==> src/rtl/mpwm_pkg.sv <==
package mpwm_pkg;

   // Byte offsets of the register words
   localparam int unsigned CTRL_OFS   = 0;
   localparam int unsigned PER_OFS    = 4;
   localparam int unsigned DUTY_OFS   = 8;
   localparam int unsigned CH_STRIDE  = 8;
   localparam int unsigned PSC_OFS    = 36;

   // Field placement inside the control word
   localparam int unsigned EN_LSB     = 0;
   localparam int unsigned POL_LSB    = 8;
   localparam int unsigned TYPE_LSB   = 15;

   // Number of prescale slots packed in the prescale word (slot 0 on top)
   localparam int unsigned PSC_SLOTS  = 4;

   typedef enum logic [2:0] {
      SEL_NONE,
      SEL_CTRL,
      SEL_PSC,
      SEL_PER,
      SEL_DUTY
   } reg_sel_e;

endpackage

==> src/rtl/mpwm_regfile.sv <==
module mpwm_regfile
   import mpwm_pkg::*;
#(
   parameter int unsigned NUM_CH = 4,
   parameter int unsigned CNT_W  = 16,
   parameter int unsigned PSC_W  = 6,
   parameter int unsigned ADDR_W = 6,
   parameter int unsigned DATA_W = 32
) (
   input  logic                             clk_i,
   input  logic                             rst_ni,
   input  logic [ADDR_W-1:0]                addr_i,
   input  logic [DATA_W-1:0]                wdata_i,
   input  logic                             we_i,
   output logic [DATA_W-1:0]                rdata_o,
   output logic [NUM_CH-1:0]                en_req_o,
   output logic [NUM_CH-1:0]                pol_o,
   output logic [NUM_CH-1:0]                drv_o,
   output logic [NUM_CH-1:0][CNT_W-1:0]     per_o,
   output logic [NUM_CH-1:0][CNT_W-1:0]     duty_o,
   output logic [NUM_CH-1:0][PSC_W-1:0]     psc_o
);

   localparam int unsigned CH_W    = (NUM_CH > 1) ? $clog2(NUM_CH) : 1;
   localparam int unsigned PSC_TOP = PSC_SLOTS * PSC_W;

   if (NUM_CH > PSC_SLOTS) begin : g_bad_nch
      $fatal(1, "NUM_CH exceeds prescale slots");
   end
   if (NUM_CH > POL_LSB - EN_LSB || POL_LSB + NUM_CH > TYPE_LSB) begin : g_bad_ctrl
      $fatal(1, "control fields overlap");
   end
   if (DATA_W <= PSC_TOP || DATA_W < TYPE_LSB + NUM_CH || DATA_W < CNT_W) begin : g_bad_dw
      $fatal(1, "DATA_W too narrow for the register map");
   end
   if (ADDR_W < 6) begin : g_bad_aw
      $fatal(1, "ADDR_W too narrow for the register map");
   end

   logic [NUM_CH-1:0]            en_q, pol_q, drv_q;
   logic [NUM_CH-1:0][CNT_W-1:0] per_q, duty_q;
   logic [NUM_CH-1:0][PSC_W-1:0] psc_q;
   reg_sel_e                     sel;
   logic [CH_W-1:0]              sel_ch;
   logic                         unused_wdata;

   assign unused_wdata = ^wdata_i[DATA_W-1:PSC_TOP];

   // Address decode
   always_comb begin
      sel    = SEL_NONE;
      sel_ch = '0;
      if (addr_i == ADDR_W'(CTRL_OFS)) sel = SEL_CTRL;
      if (addr_i == ADDR_W'(PSC_OFS))  sel = SEL_PSC;
      for (int n = 0; n < NUM_CH; n++) begin
         if (addr_i == ADDR_W'(PER_OFS + CH_STRIDE * n)) begin
            sel    = SEL_PER;
            sel_ch = CH_W'(n);
         end
         if (addr_i == ADDR_W'(DUTY_OFS + CH_STRIDE * n)) begin
            sel    = SEL_DUTY;
            sel_ch = CH_W'(n);
         end
      end
   end

   // Storage
   always_ff @(posedge clk_i or negedge rst_ni) begin
      if (!rst_ni) begin
         en_q   <= '0;
         pol_q  <= '1;
         drv_q  <= '0;
         per_q  <= '0;
         duty_q <= '0;
         psc_q  <= '0;
      end else if (we_i) begin
         case (sel)
            SEL_CTRL: begin
               en_q  <= wdata_i[EN_LSB   +: NUM_CH];
               pol_q <= wdata_i[POL_LSB  +: NUM_CH];
               drv_q <= wdata_i[TYPE_LSB +: NUM_CH];
            end
            SEL_PSC: begin
               for (int n = 0; n < NUM_CH; n++) begin
                  psc_q[n] <= wdata_i[(PSC_SLOTS - 1 - n) * PSC_W +: PSC_W];
               end
            end
            SEL_PER:  per_q[sel_ch]  <= wdata_i[CNT_W-1:0];
            SEL_DUTY: duty_q[sel_ch] <= wdata_i[CNT_W-1:0];
            default: ;
         endcase
      end
   end

   // Read mux
   always_comb begin
      rdata_o = '0;
      case (sel)
         SEL_CTRL: begin
            rdata_o[EN_LSB   +: NUM_CH] = en_q;
            rdata_o[POL_LSB  +: NUM_CH] = pol_q;
            rdata_o[TYPE_LSB +: NUM_CH] = drv_q;
         end
         SEL_PSC: begin
            for (int n = 0; n < NUM_CH; n++) begin
               rdata_o[(PSC_SLOTS - 1 - n) * PSC_W +: PSC_W] = psc_q[n];
            end
         end
         SEL_PER:  rdata_o[CNT_W-1:0] = per_q[sel_ch];
         SEL_DUTY: rdata_o[CNT_W-1:0] = duty_q[sel_ch];
         default: ;
      endcase
   end

   assign en_req_o = en_q;
   assign pol_o    = pol_q;
   assign drv_o    = drv_q;
   assign per_o    = per_q;
   assign duty_o   = duty_q;
   assign psc_o    = psc_q;

endmodule

==> src/rtl/mpwm_en_guard.sv <==
module mpwm_en_guard #(
   parameter int unsigned SETTLE_CYC = 40
) (
   input  logic clk_i,
   input  logic rst_ni,
   input  logic req_i,
   output logic en_o
);

   localparam int unsigned HW = (SETTLE_CYC > 0) ? $clog2(SETTLE_CYC + 1) : 1;

   logic en_q;

   if (SETTLE_CYC == 0) begin : g_direct
      always_ff @(posedge clk_i or negedge rst_ni) begin
         if (!rst_ni) en_q <= 1'b0;
         else         en_q <= req_i;
      end
   end else begin : g_hold
      logic [HW-1:0] hold_q;

      always_ff @(posedge clk_i or negedge rst_ni) begin
         if (!rst_ni) begin
            en_q   <= 1'b0;
            hold_q <= '0;
         end else if (hold_q != '0) begin
            hold_q <= hold_q - HW'(1);
         end else if (req_i != en_q) begin
            en_q   <= req_i;
            hold_q <= HW'(SETTLE_CYC);
         end
      end

      // no enable change while the settling window is open
      p_hold_r8: assert property (@(posedge clk_i) disable iff (!rst_ni)
         (hold_q != '0) |=> (en_q == $past(en_q)));

      // an idle guard adopts a differing request on the next edge and opens a window
      p_apply_r8: assert property (@(posedge clk_i) disable iff (!rst_ni)
         (hold_q == '0 && req_i != en_q) |=> (en_q == $past(req_i) && hold_q == HW'(SETTLE_CYC)));
   end

   assign en_o = en_q;

endmodule

==> src/rtl/mpwm_chan.sv <==
module mpwm_chan #(
   parameter int unsigned CNT_W   = 16,
   parameter int unsigned PSC_W   = 6,
   parameter bit          OUT_REG = 1'b0
) (
   input  logic             clk_i,
   input  logic             rst_ni,
   input  logic             en_i,
   input  logic             pol_i,
   input  logic [CNT_W-1:0] per_i,
   input  logic [CNT_W-1:0] duty_i,
   input  logic [PSC_W-1:0] psc_i,
   output logic             pwm_o
);

   if (CNT_W < 2 || PSC_W < 1) begin : g_bad_w
      $fatal(1, "counter widths too small");
   end

   logic [CNT_W-1:0] per_act, duty_act, per_cnt;
   logic [PSC_W-1:0] psc_act, psc_cnt;
   logic             tick, wrap, load, active, lvl;

   assign tick   = (psc_cnt == psc_act);
   assign wrap   = tick && (({1'b0, per_cnt} + (CNT_W + 1)'(1)) >= {1'b0, per_act});
   assign load   = !en_i || wrap;
   assign active = en_i && (per_cnt < duty_act);
   assign lvl    = pol_i ? active : !active;

   always_ff @(posedge clk_i or negedge rst_ni) begin
      if (!rst_ni) begin
         psc_cnt  <= '0;
         per_cnt  <= '0;
         per_act  <= '0;
         duty_act <= '0;
         psc_act  <= '0;
      end else begin
         if (!en_i) begin
            psc_cnt <= '0;
            per_cnt <= '0;
         end else if (tick) begin
            psc_cnt <= '0;
            per_cnt <= wrap ? '0 : per_cnt + CNT_W'(1);
         end else begin
            psc_cnt <= psc_cnt + PSC_W'(1);
         end
         if (load) begin
            per_act  <= per_i;
            duty_act <= duty_i;
            psc_act  <= psc_i;
         end
      end
   end

   if (OUT_REG) begin : g_out_flop
      logic pwm_q;
      always_ff @(posedge clk_i or negedge rst_ni) begin
         if (!rst_ni) pwm_q <= 1'b0;
         else         pwm_q <= lvl;
      end
      assign pwm_o = pwm_q;
   end else begin : g_out_comb
      assign pwm_o = lvl;
   end

   // the period counter never reaches the active period count
   p_cnt_bound_r4: assert property (@(posedge clk_i) disable iff (!rst_ni)
      (per_act != '0) |-> (per_cnt < per_act));

   // a disabled channel parks both counters at zero
   p_idle_r5: assert property (@(posedge clk_i) disable iff (!rst_ni)
      !en_i |=> (per_cnt == '0 && psc_cnt == '0));

   // active settings only move at a period wrap or while disabled
   p_shadow_r7: assert property (@(posedge clk_i) disable iff (!rst_ni)
      (en_i && !wrap) |=> (per_act == $past(per_act) && duty_act == $past(duty_act)
                           && psc_act == $past(psc_act)));

endmodule

==> src/rtl/quad_pwm_ctrl.sv <==
module quad_pwm_ctrl #(
   parameter int unsigned NUM_CH     = 4,
   parameter int unsigned CNT_W      = 16,
   parameter int unsigned PSC_W      = 6,
   parameter int unsigned ADDR_W     = 6,
   parameter int unsigned DATA_W     = 32,
   parameter int unsigned SETTLE_CYC = 40,
   parameter bit          OUT_REG    = 1'b0
) (
   input  logic              clk_i,
   input  logic              rst_ni,
   input  logic [ADDR_W-1:0] bus_addr_i,
   input  logic [DATA_W-1:0] bus_wdata_i,
   input  logic              bus_we_i,
   output logic [DATA_W-1:0] bus_rdata_o,
   output logic [NUM_CH-1:0] pwm_o,
   output logic [NUM_CH-1:0] drive_type_o
);

   logic [NUM_CH-1:0]            en_req, en_eff, pol;
   logic [NUM_CH-1:0][CNT_W-1:0] per_sh, duty_sh;
   logic [NUM_CH-1:0][PSC_W-1:0] psc_sh;

   mpwm_regfile #(
      .NUM_CH (NUM_CH),
      .CNT_W  (CNT_W),
      .PSC_W  (PSC_W),
      .ADDR_W (ADDR_W),
      .DATA_W (DATA_W)
   ) u_regs (
      .clk_i    (clk_i),
      .rst_ni   (rst_ni),
      .addr_i   (bus_addr_i),
      .wdata_i  (bus_wdata_i),
      .we_i     (bus_we_i),
      .rdata_o  (bus_rdata_o),
      .en_req_o (en_req),
      .pol_o    (pol),
      .drv_o    (drive_type_o),
      .per_o    (per_sh),
      .duty_o   (duty_sh),
      .psc_o    (psc_sh)
   );

   for (genvar c = 0; c < NUM_CH; c++) begin : g_ch
      mpwm_en_guard #(
         .SETTLE_CYC (SETTLE_CYC)
      ) u_guard (
         .clk_i  (clk_i),
         .rst_ni (rst_ni),
         .req_i  (en_req[c]),
         .en_o   (en_eff[c])
      );

      mpwm_chan #(
         .CNT_W   (CNT_W),
         .PSC_W   (PSC_W),
         .OUT_REG (OUT_REG)
      ) u_chan (
         .clk_i  (clk_i),
         .rst_ni (rst_ni),
         .en_i   (en_eff[c]),
         .pol_i  (pol[c]),
         .per_i  (per_sh[c]),
         .duty_i (duty_sh[c]),
         .psc_i  (psc_sh[c]),
         .pwm_o  (pwm_o[c])
      );
   end

endmodule

==> config.mk <==
export PLATFORM = sky130hd
export DESIGN_NAME = quad_pwm_ctrl
export DESIGN_NICKNAME = d
export VERILOG_FILES = /design/src/rtl/mpwm_pkg.sv /design/src/rtl/mpwm_regfile.sv /design/src/rtl/mpwm_en_guard.sv /design/src/rtl/mpwm_chan.sv /design/src/rtl/quad_pwm_ctrl.sv
export SDC_FILE = /design/constraint.sdc
export NUM_CORES = 1
export LEC_CHECK = 0
export ABC_AREA = 1
export CAP_MARGIN = 20
export CORE_AREA = 2 2 155 270
export CTS_BUF_LIST = sky130_fd_sc_hd__clkbuf_4 sky130_fd_sc_hd__clkbuf_8
export CTS_CLUSTER_DIAMETER = 30
export DETAILED_ROUTE_END_ITERATION = 16
export DIE_AREA = 0 0 157 272
export GPL_ROUTABILITY_DRIVEN = 0
export PLACE_DENSITY = 0.81
export SLEW_MARGIN = 30
export SYNTH_ARGS = -nofsm -noshare
export SYNTH_HDL_FRONTEND = slang
export SYNTH_SLANG_ARGS = --single-unit
==> constraint.sdc <==
create_clock -name clk_i -period 3.51 [get_ports clk_i]
set_clock_uncertainty 0.05 [all_clocks]
set_input_delay 0.5265 -clock clk_i [delete_from_list [all_inputs] [get_ports clk_i]]
set_output_delay 0.5265 -clock clk_i [all_outputs]
set_load 0.1 [all_outputs]
==> metrics.md <==
| Metric | Value |
|---|---|
| Status | finished, final reports clean |
| Crit path top cell by count | nand2_1 |
| Root Driver | clkbuf_8 |
| Final Non-Filler Cells | 3661 |
| Drt total wl | approximately 70 mm |
| CTS sink count | 432 |
| WL/cell | 19.1 um |
| Register area | 10800 um^2 |
| Share of post-route cells with drive strength above 1 | around 10% |
| Syn-to-layout area delta | 12.5% |
| Worst path required time | 2.93 ns |
| Drt first-iter violations | 1839 |
| Synth Warn # | 0 |
| Pre-CTS WS | -0.0765 ns |
| Max_cap viols | 0 |
| Setup violations, final | 0 |
| Initial Util | approximately 60% |
| Met1 wire length | 23.7 mm |
| Max Used Layer | met4 |
| Final worst path period need | between 3 and 4 ns |
| R2r startpoint | g_ch[0].u_chan.per_cnt[1]$_DFFE_PN0P_ |
| Pwr/cell area | 503 nW/um^2 |
| Synthesized area | roughly 24000 um^2 |
| Final ANT Viol Nets | 0 |
| Worst Setup End Kind | primary output |
| Num CTS Buffers | 68 |
| Worst R2R End | g_ch[0].u_chan.per_cnt[1]$_DFFE_PN0P_ |
| First-pass GRT wire length | around 110 mm |
| Sequential area share after synthesis | 45.0% |
| Commonest non-fill, non-tap cell in the layout | nand2_1 |
| Type of the tightest min-delay check | primary input to async pin |
| Fillers | 3169 |
| Critical Path, Cell by Cell | clkdlybuf4s50_1 > inv_1 > nand2_1 > buf_4 > nor3_2 > nand2_1 > nand4_4 > nor2_4 > clkbuf_16 > nand2_1 > nand3_1 > nand2_1 > nand3_1 > buf_12 |
| Final Hold Fails | 0 |
| Slew HR | 33.1% |
| Post-synth ARST share | 100% |
| Multi-input gate area | 11100 um^2 |
| Core footprint | 40600 um^2 |
| Port buffer count | 64 |
| Met2 routed WL | roughly 34 mm |
| Slowest stage cell, crit path | clkdlybuf4s50_1 |
| Metal3 WL | 5.40 mm |
| Die width | 157 um |
| I/O pin total | 81 |
| Max clock buf depth | 3 |
| Via count | around 21000 |
| Die Ht | 272 um |
| Overall die area | 42700 um^2 |
| CP Class | primary input to primary output |
| Setup crit start kind | primary input |
| Final Net Count | 3240 |
| Initial antenna violation count | 1 |
| Reg2reg path depth | 17 |
| Mapped Cells | 2995 |
| Most frequent cells in the layout | nand2_1 (832), dfrtp_1 (424), inv_1 (370), nand3_1 (328), o21ai_0 (173) |
| H-Tree Level Count | 3 |
| Post-synth top flop | dfrtp_1 |
| Via density per instance | around 6 |
| Distinct cells, synth | 49 |
| Max Freq | 292 MHz |
| Critical path arrival | 2.85 ns |
| Clk Latency, worst-skew pair | 0.65 ns |
| Synthesized area per cell | around 8.0 um^2 |
| Worst R2R Setup Slack | 0.23 ns |
| DRT Pass-1 Iters | 7 |
| Detail Placement HPWL | 50.2 mm |
| Slew @ Worst Pin | 1.00 ns |
| FF+latch count, synth | about 430 |
| Largest net degree at the start of global routing | 122 |
| Clock-pin slew on the worst setup and hold paths | about 0.07 ns |
| Total grt overflow | 0 |
| Number of synthesized flops with an enable pin | 0 |
| Final Max Tran Viols | 0 |
| Total GRT Usage | 33.4% |
| Critical Path Max Stage Delay | 0.51 ns |
| DP Cell Count | ~3500 |
| # DRC | 0 |
| Row count | slightly below 100 |
| Worst VDD drop | 0.404 mV |
| Lkg Pwr | 14.1 nW |
| Vias in the first global route | between 20000 and 25000 |
| Setup ws final | 0.0805 ns |
| Critical path peak fanout | 11 |
| CTS tree | yes |
| Final cycle utilization of the critical path | 97.7% |
[worst max-delay path, delay by kind of cell]
kind | cells | cell delay, ns
buffers and inverters | 5 | 1.14
AND/OR/NAND/NOR | 9 | 1.18
[metrics by stage]
stage	hold slack (ns)	cell area [um^2]	util (%)	total power [mW]	TNS, ns
2_1_floorplan	0.181	24100	-	8.12	0
3_3_place_gp	0.409	25300	62.4	8.88	-3.08
3_5_place_dp	0.410	25300	62.4	9.05	-0.221
4_1_cts	0.358	26800	66.0	13.5	0
5_1_grt	0.392	27000	66.6	14.2	-0.102
6_report	0.351	27000	66.6	13.6	0
[kinds of logic (layout without fill, tap and decap cells)]
kind of cell	after synthesis	count (layout)	share of synthesized area [%]
AOI/OAI and AO/OA	404	404	9.77
xor gates and xnor gates	77	77	2.81
adders and majority gates	140	140	7.29
buffers and inverters	515	622	9.21
DFF	432	432	45.0
other	1	9	0.0156
and+or+nand+nor	1426	1427	25.9
[routing by layer]
layer	vias up	global-route usage (%)
met4	0	27.8
met2	1030	55.5
met5	-	0
met3	382	7.26
met1	10200	36.0
li1	9861	-
[final cells by class]
cell class | count | share of cell area [%]
tap | 550 | 2.54
multi-input combinational | 2056 | 41.2
antenna | 1 | 0.00925
inverter | 377 | 5.23
sequential | 432 | 40.0
timing repair buffer | 124 | 5.70
clock buffer | 101 | 4.72
clock inverter | 20 | 0.569
[power by group]
| part | leakage, nW | switching [mW] | internal [mW] | total [mW] |
|---|---|---|---|---|
| sequential | 5.84 | 0.531 | 5.48 | 6.01 |
| combinational | 7.48 | 2.14 | 0.937 | 3.08 |
| clock | 0.755 | 2.08 | 2.43 | 4.51 |
[how the worst max path moves through the flow]
stage / start / to / slack (ns) / cells past startpoint
6_report: bus_addr_i[0] / bus_rdata_o[9] / 0.08 / 14
5_1_grt: bus_addr_i[0] / bus_rdata_o[3] / -0.01 / 14
4_1_cts: bus_addr_i[3] / bus_rdata_o[0] / 0.01 / 12
3_5_place_dp: bus_addr_i[3] / bus_rdata_o[14] / -0.08 / 12
3_3_place_gp: bus_addr_i[3] / bus_rdata_o[14] / -0.24 / 11
2_1_floorplan: bus_addr_i[1] / bus_rdata_o[5] / 0.49 / 10
[timing repair]
item	CTS	global route
hold buffers	1	0
pin swaps	1	6
setup buffers	0	7
resized for setup	2	30
endpoints found under the hold margin	48	0
gates cloned	1	2
endpoints found under the setup margin	8	192
[flip-flops by register name, summed over array words and instances (netlist names)]
register / cells
u_regs.per_o: 64
u_regs.psc_o: 24
g_ch.u_chan.per_cnt: 64
u_regs.pol_o: 4
u_regs.drv_o: 4
g_ch.u_guard.g_hold.hold_q: 24
g_ch.u_chan.psc_act: 24
g_ch.u_guard.en_o: 4
g_ch.u_chan.psc_cnt: 24
g_ch.u_chan.per_act: 64
g_ch.u_chan.duty_act: 64
u_regs.duty_o: 64
u_regs.en_req_o: 4
[synthesized netlist by cell type, types with 14 or more instances]
library cell | instances | area [um^2]
ha_1 | 140 | 1750
a21oi_1 | 81 | 405
nor3_1 | 22 | 110
a22oi_1 | 28 | 210
o211ai_2 | 14 | 175
nand2_1 | 835 | 3130
inv_1 | 370 | 1390
xnor2_1 | 21 | 184
nand3_1 | 333 | 1670
o21ai_0 | 173 | 866
buf_4 | 22 | 165
xor2_1 | 56 | 490
clkbuf_1 | 41 | 154
dfrtp_1 | 428 | 10700
buf_2 | 45 | 225
buf_6 | 19 | 214
nor2_1 | 110 | 413
nand4_1 | 59 | 369
o21a_1 | 17 | 128
o21ai_1 | 52 | 260
Note: power is estimated with default switching activity, not from simulation.
